--- config.mk ---
export PLATFORM = sky130hd
export DESIGN_NAME = core_irq_ctrl
export DESIGN_NICKNAME = d
export VERILOG_FILES = /design/src/rtl/core_irq_pkg.sv /design/src/rtl/irq_ack_decode.sv /design/src/rtl/irq_pend_bank.sv /design/src/rtl/irq_prio_pick.sv /design/src/rtl/core_irq_ctrl.sv
export SDC_FILE = /design/constraint.sdc
export NUM_CORES = 1
export LEC_CHECK = 0
export BUFFER_PORTS_ARGS = -buffer_cell sky130_fd_sc_hd__buf_2
export CAP_MARGIN = 20
export CORE_UTILIZATION = 45
export CTS_CLUSTER_DIAMETER = 150
export CTS_CLUSTER_SIZE = 40
export DETAILED_ROUTE_END_ITERATION = 10
export HOLD_SLACK_MARGIN = 0.05
export PLACE_DENSITY = 0.81
export SETUP_SLACK_MARGIN = 0.4
export SYNTH_ARGS = -nofsm -noshare
export SYNTH_HDL_FRONTEND = slang
export SYNTH_SLANG_ARGS = --single-unit
--- constraint.sdc ---
create_clock -name clk -period 1.63 [get_ports clk]
set_input_delay 0.4075 -clock clk [delete_from_list [all_inputs] [get_ports clk]]
set_output_delay 0.4075 -clock clk [all_outputs]
set_load 0.02 [all_outputs]
--- src/rtl/core_irq_pkg.sv ---
`timescale 1ns/1ps
package core_irq_pkg;

    // Level numbers with a fixed meaning at the top of the priority order.
    localparam int unsigned LVL_RESET = 0;
    localparam int unsigned LVL_NMI   = 1;

    // Slot 0 of the pending bank holds the NMI; slot s>0 holds external
    // level ext_base+s-1.
    function automatic int unsigned slot_to_level(input int unsigned slot,
                                                  input int unsigned ext_base);
        if (slot == 0) begin
            return LVL_NMI;
        end
        return ext_base + slot - 1;
    endfunction

endpackage

--- src/rtl/irq_ack_decode.sv ---
`timescale 1ns/1ps
module irq_ack_decode #(
    parameter int unsigned EXT_BASE = 4,
    parameter int unsigned SLOTS    = 13,
    parameter int unsigned LVL_W    = 4
) (
    input  logic             ack_i,
    input  logic [LVL_W-1:0] ack_level_i,
    output logic [SLOTS-1:0] clr_o
);
    import core_irq_pkg::*;

    // One comparator per latched slot; codes without a slot match nothing.
    for (genvar s = 0; s < SLOTS; s++) begin : g_slot
        localparam int unsigned SLOT_LVL = slot_to_level(s, EXT_BASE);
        assign clr_o[s] = ack_i && (ack_level_i == LVL_W'(SLOT_LVL));
    end

endmodule

--- src/rtl/irq_pend_bank.sv ---
`timescale 1ns/1ps
module irq_pend_bank #(
    parameter int unsigned WIDTH = 13
) (
    input  logic             clk,
    input  logic             rst_n,
    input  logic [WIDTH-1:0] req_i,
    input  logic [WIDTH-1:0] clr_i,
    output logic [WIDTH-1:0] pend_d_o,
    output logic [WIDTH-1:0] pend_q_o
);

    typedef struct packed {
        logic [WIDTH-1:0] prev;
        logic [WIDTH-1:0] pend;
    } bank_t;

    bank_t            st_d;
    bank_t            st_q;
    logic [WIDTH-1:0] rise;

    always_comb begin
        st_d      = st_q;
        rise      = req_i & ~st_q.prev;
        st_d.prev = req_i;
        // A fresh edge wins over a clear that lands in the same cycle.
        st_d.pend = rise | (st_q.pend & ~clr_i);
    end

    always_ff @(posedge clk) begin
        if (!rst_n) begin
            st_q <= '0;
        end else begin
            st_q <= st_d;
        end
    end

    assign pend_d_o = st_d.pend;
    assign pend_q_o = st_q.pend;

    for (genvar b = 0; b < WIDTH; b++) begin : g_chk
        AST_ACK_CLEARS: assert property (@(posedge clk) disable iff (!rst_n)
            (clr_i[b] && !rise[b]) |=> !st_q.pend[b]);
        AST_PEND_HOLDS: assert property (@(posedge clk) disable iff (!rst_n)
            (st_q.pend[b] && !clr_i[b]) |=> st_q.pend[b]);
        AST_EDGE_SETS: assert property (@(posedge clk) disable iff (!rst_n)
            rise[b] |=> st_q.pend[b]);
    end

endmodule

--- src/rtl/irq_prio_pick.sv ---
`timescale 1ns/1ps
module irq_prio_pick #(
    parameter int unsigned NUM_LEVELS = 16,
    parameter int unsigned LVL_W      = 4
) (
    input  logic [NUM_LEVELS-1:0] elig_i,
    output logic                  valid_o,
    output logic [LVL_W-1:0]      level_o
);

    // Scan from the lowest priority upward so the smallest index is kept last.
    always_comb begin
        valid_o = 1'b0;
        level_o = '0;
        for (int i = NUM_LEVELS - 1; i >= 0; i--) begin
            if (elig_i[i]) begin
                valid_o = 1'b1;
                level_o = LVL_W'(i);
            end
        end
    end

endmodule

--- src/rtl/core_irq_ctrl.sv ---
`timescale 1ns/1ps
module core_irq_ctrl #(
    parameter int unsigned NUM_LEVELS = 16,
    parameter int unsigned EXT_BASE   = 4,
    localparam int unsigned EXT_COUNT = NUM_LEVELS - EXT_BASE,
    localparam int unsigned LVL_W     = $clog2(NUM_LEVELS)
) (
    input  logic                 clk,
    input  logic                 rst_n,
    input  logic                 rst_req_i,
    input  logic                 nmi_req_i,
    input  logic [EXT_COUNT-1:0] ext_req_i,
    input  logic [EXT_COUNT-1:0] ext_en_i,
    input  logic                 ack_i,
    input  logic [LVL_W-1:0]     ack_level_i,
    output logic                 irq_valid_o,
    output logic [LVL_W-1:0]     irq_level_o
);
    import core_irq_pkg::*;

    localparam int unsigned SLOTS  = EXT_COUNT + 1;
    localparam int unsigned SLOT_W = $clog2(SLOTS);

    typedef struct packed {
        logic             valid;
        logic [LVL_W-1:0] level;
    } out_t;

    logic [SLOTS-1:0]      slot_req;
    logic [SLOTS-1:0]      slot_clr;
    logic [SLOTS-1:0]      pend_d;
    logic [SLOTS-1:0]      pend_q;
    logic [NUM_LEVELS-1:0] elig;
    logic                  pick_valid;
    logic [LVL_W-1:0]      pick_level;
    out_t                  out_d;
    out_t                  out_q;
    logic [SLOT_W-1:0]     shown_slot;

    assign slot_req = {ext_req_i, nmi_req_i};

    irq_ack_decode #(
        .EXT_BASE (EXT_BASE),
        .SLOTS    (SLOTS),
        .LVL_W    (LVL_W)
    ) u_ack_dec (
        .ack_i       (ack_i),
        .ack_level_i (ack_level_i),
        .clr_o       (slot_clr)
    );

    irq_pend_bank #(
        .WIDTH (SLOTS)
    ) u_pend (
        .clk      (clk),
        .rst_n    (rst_n),
        .req_i    (slot_req),
        .clr_i    (slot_clr),
        .pend_d_o (pend_d),
        .pend_q_o (pend_q)
    );

    // The selection looks at next-state pending so that the registered
    // outputs trail the inputs by a single edge.
    always_comb begin
        elig            = '0;
        elig[LVL_RESET] = rst_req_i;
        elig[LVL_NMI]   = pend_d[0];
        for (int k = 0; k < int'(EXT_COUNT); k++) begin
            elig[EXT_BASE + k] = pend_d[k + 1] & ext_en_i[k];
        end
    end

    irq_prio_pick #(
        .NUM_LEVELS (NUM_LEVELS),
        .LVL_W      (LVL_W)
    ) u_pick (
        .elig_i  (elig),
        .valid_o (pick_valid),
        .level_o (pick_level)
    );

    always_comb begin
        out_d       = out_q;
        out_d.valid = pick_valid;
        out_d.level = pick_level;
    end

    always_ff @(posedge clk) begin
        if (!rst_n) begin
            out_q <= '0;
        end else begin
            out_q <= out_d;
        end
    end

    assign irq_valid_o = out_q.valid;
    assign irq_level_o = out_q.level;

    always_comb begin
        if (irq_level_o >= LVL_W'(EXT_BASE)) begin
            shown_slot = SLOT_W'(irq_level_o - LVL_W'(EXT_BASE) + LVL_W'(1));
        end else begin
            shown_slot = '0;
        end
    end

    AST_RSVD_NEVER: assert property (@(posedge clk) disable iff (!rst_n)
        irq_valid_o |-> (irq_level_o != LVL_W'(2) && irq_level_o != LVL_W'(3)));
    AST_RESET_WINS: assert property (@(posedge clk) disable iff (!rst_n)
        rst_req_i |=> (irq_valid_o && irq_level_o == LVL_W'(LVL_RESET)));
    AST_EXT_PENDING: assert property (@(posedge clk) disable iff (!rst_n)
        (irq_valid_o && irq_level_o >= LVL_W'(EXT_BASE)) |-> pend_q[shown_slot]);
    AST_NMI_OVER_EXT: assert property (@(posedge clk) disable iff (!rst_n)
        (irq_valid_o && irq_level_o >= LVL_W'(EXT_BASE)) |-> !pend_q[0]);
    AST_IDLE_LEVEL: assert property (@(posedge clk) disable iff (!rst_n)
        !irq_valid_o |-> irq_level_o == '0);

endmodule

==> run_results.csv <==
group,metric,value,unit
clocking,clkSlewWorstSetupHoldPaths,100,ps
timing,clock.fmax,611,MHz
logic_synthesis,synth_cell_type_count,31,
floorplan,die-area,3180,sq um
layout,n_fill_cell,192,
timing,drv_slew,0,
global_route,use_met1,24.9,%
timing,finalSetupViolations,1,
logic_synthesis,yosys_warnings,0,
layout,nNetsFinal,252,
global_route,grt_usage,25.8,%
hold_path,holdCritPathClass,"input pin to flip-flop",
floorplan,die_w,56.4,microns
timing,final.setup.worst_slack,-5.41,ps
power_and_ir_drop,cellLeakagePower,0.891,nW
timing,rsz0062_at_grt,"true",
critical_path,reg2reg_slack,80,ps
drt,vias_per_cell,5.69,
floorplan,rows,19,
drt,drtPass1Iterations,4,
hold_path,hold_path_end,"u_pend.st_q[16]$_SDFF_PN0_",
critical_path,crit_type,"input pin to flip-flop",
timing,whs,267,ps
timing,final_hold_viol_count,0,
power_and_ir_drop,power_density,826,nW/um^2
global_route,grt_use_met3,10.1,%
drt,routed_wl,4190,microns
global_route,antenna_found_initial,0,
drt,drc_errors,0,
global_route,grt_max_degree,16,
hold_path,hold_path.startpoint,"ext_req_i[2]",
logic_synthesis,synth.ff_latch_count,31,
timing,worst_pin_slew,524,ps
global_route,grt_util_met2,45.6,%
drt,wl_per_cell,16.7,microns
placed_design,gp_congestion,0.973,
clocking,numCtsBuffers,5,
timing,period_needed,1640,ps
logic_synthesis,synth_area_per_cell,8.71,sq um
floorplan,start_util,47.9,%
floorplan,fp.dieH,56.4,microns
hold_path,whs_path_depth,2,
run_status,status,"finished, violations left",
critical_path,required,1880,ps
logic_synthesis,synth_area_leaders,"dfxtp_1 (47%), and2_1 (6.6%), nor2_1 (6.5%)",
run,max-cap-violations,0,
global_route,grt_overflow_total,0,
timing,relSlewSlack,65.0,%
timing,timing.final.crit_share,100,%
run_status,violations,"negative setup slack",
clocking,cts_buffer_depth,2,
logic_synthesis,synth.largest_area_cell,"dfxtp_1",
floorplan,ioPinCount,38,
clocking,htree_levels,2,
drt,antenna_left,0,
critical_path,crit_fanout,5,
critical_path,r2r_cells,7,
placed_design,port-buffer-count,37,
drt,vias,1422,
logic_synthesis,synth_cells,153,
logic_synthesis,synth_top_area_share,46.6,%
layout,utilization,73.7,%
drt,drtIter0Drc,57,
global_route,grt_pass1_wl,6240,microns
placed_design,hpwlAfterDp,2480,microns
clocking,cts_tree,"built",
clocking,root_buffer,"clkbuf_4",
logic_synthesis,synth_nets,186,
clocking,cts.sink_count,31,
logic_synthesis,synth_seq_area_share,46.6,%
layout,syn_to_final_growth,53.8,%
critical_path,crit_arrival,1880,ps
timing,worst_clock_skew,12.4,ps
global_route,grt_pass1_vias,1462,
critical_path,cp-start-kind,"input pin",
critical_path,timing.critical_path.to_type,"flip-flop",
layout,antenna_cells,0,
layout,final_cells,250,
layout,drive_gt1_share,47.0,%
critical_path,reg2reg_from,"u_pend.st_q[23]$_SDFF_PN0_",
critical_path,r2r_end,"irq_level_o[0]$_SDFF_PP0_",
clocking,clk_latency,350,ps
logic_synthesis,syn_area,1330,sq um
global_route,busiest_layer,"met2",
power_and_ir_drop,irDropWorstVdd,712,uV
floorplan,core-area,2780,sq um
placed_design,dp_cells,231,
-- state kept, by name (all words and copies together) (netlist names) --
register	count
u_pend.pend_q_o	13
u_pend.st_q	13
irq_level_o	4
irq_valid_o	1
-- synth_stat cells --
library cell / n
nand3_4: 1
inv_1: 6
o31a_1: 2
or2_2: 1
clkbuf_1: 2
a21boi_1: 2
nand3b_1: 2
or2_1: 1
or3b_1: 1
o21ai_0: 7
nor2b_1: 8
a211oi_1: 3
o31ai_1: 2
and2_1: 14
nand2b_1: 7
a221o_1: 1
a211oi_2: 1
nor4_1: 1
nor2_1: 23
a31oi_1: 1
o41ai_2: 1
nor3_1: 7
nor3b_1: 1
or3_1: 1
a21oi_1: 7
o22ai_1: 3
dfxtp_1: 31
o21a_1: 7
o21ai_1: 7
a21bo_1: 1
nand2_1: 1
-- worst max-delay path, cell delays in order --
cell and delay, ps:
buf_2 150, nand3b_1 230, buf_4 220, buf_6 110, o21ai_4 150, o21ai_4 100, a211oi_1 280, o31a_1 180
nor2_1 50
-- through the flow --
stage	instance area (sq um)	total power [W]	worst slack (ps)	TNS, ps
2_1_floorplan	1350	0.000998	67.3	0
3_3_place_gp	1660	0.00111	-250	-1020
3_5_place_dp	1660	0.00112	-329	-1320
4_1_cts	1850	0.00161	87.7	0
5_1_grt	2050	0.00176	-112	-157
6_report	2050	0.00169	-5.41	-5.41
-- layer usage --
layer  wire length [microns]  share of wire, %
met5                       0                 0
met4                     187               4.5
met3                     362               8.6
met2                    2080                50
met1                    1550                37
-- timing repair --
| action | 4_1_cts | 5_1_grt |
|---|---|---|
| resized for setup | 18 | 36 |
| setup endpoints to repair | 5 | 10 |
| buffers inserted | 7 | 5 |
| pin swaps | 9 | 11 |
| hold buffers | 0 | 0 |
-- cell type report --
| cell class | instances | area, sq um | share of cell area (%) |
|---|---|---|---|
| multi-input combinational | 114 | 867 | 42.3 |
| clock inverter | 1 | 5.00 | 0.244 |
| tap | 31 | 38.8 | 1.89 |
| timing repair buffer | 61 | 442 | 21.6 |
| inverter | 6 | 22.5 | 1.10 |
| clock buffer | 6 | 51.3 | 2.50 |
| sequential | 31 | 623 | 30.4 |
-- logic make-up after synthesis --
logic type | count (synthesis) | share of synthesized area (%)
DFF | 31 | 46.6
buffers and inverters | 8 | 2.25
AOI/OAI and AO/OA | 45 | 22.6
and+or+nand+nor | 69 | 28.5
-- where the power goes --
group          internal, W  switching, W
Sequential        0.000806     0.0000234
Clock             0.000199      0.000260
Combinational     0.000200      0.000203
-- cells in the final DEF (no fill, tap or decap), types with 2 or more instances in the layout --
master,Yosys,final
nand2b_1,7,6
o22ai_2,0,2
buf_12,0,2
o21ai_0,7,4
a211oi_2,1,2
clkbuf_4,0,5
buf_2,0,30
dfxtp_2,0,2
and2_1,14,13
buf_4,0,22
o31a_1,2,2
nor2b_1,8,3
dfxtp_1,31,29
nor2b_2,0,5
o21ai_4,0,4
nor3_4,0,2
buf_8,0,2
o21a_1,7,7
nor2_1,23,23
o21ai_1,7,3
buf_6,0,5
nor3_2,0,4
o21ai_2,0,3
nand3b_1,2,2
inv_1,6,6
a211oi_1,3,2
a21oi_1,7,6
-- how the worst max path moves through the flow --
stage	endpoint	slack [ps]	startpoint	cells past startpoint
2_1_floorplan	irq_level_o[1]$_SDFF_PP0_	70	ack_level_i[3]	6
6_report	irq_level_o[0]$_SDFF_PP0_	-5	ack_i	9
3_3_place_gp	irq_level_o[3]$_SDFF_PP0_	-250	ack_level_i[3]	7
4_1_cts	irq_valid_o$_SDFF_PN0_	90	ack_level_i[2]	7
5_1_grt	irq_level_o[0]$_SDFF_PP0_	-110	ack_i	8
3_5_place_dp	irq_level_o[3]$_SDFF_PP0_	-330	ack_level_i[3]	6
Note: power is estimated with default switching activity, not from simulation.
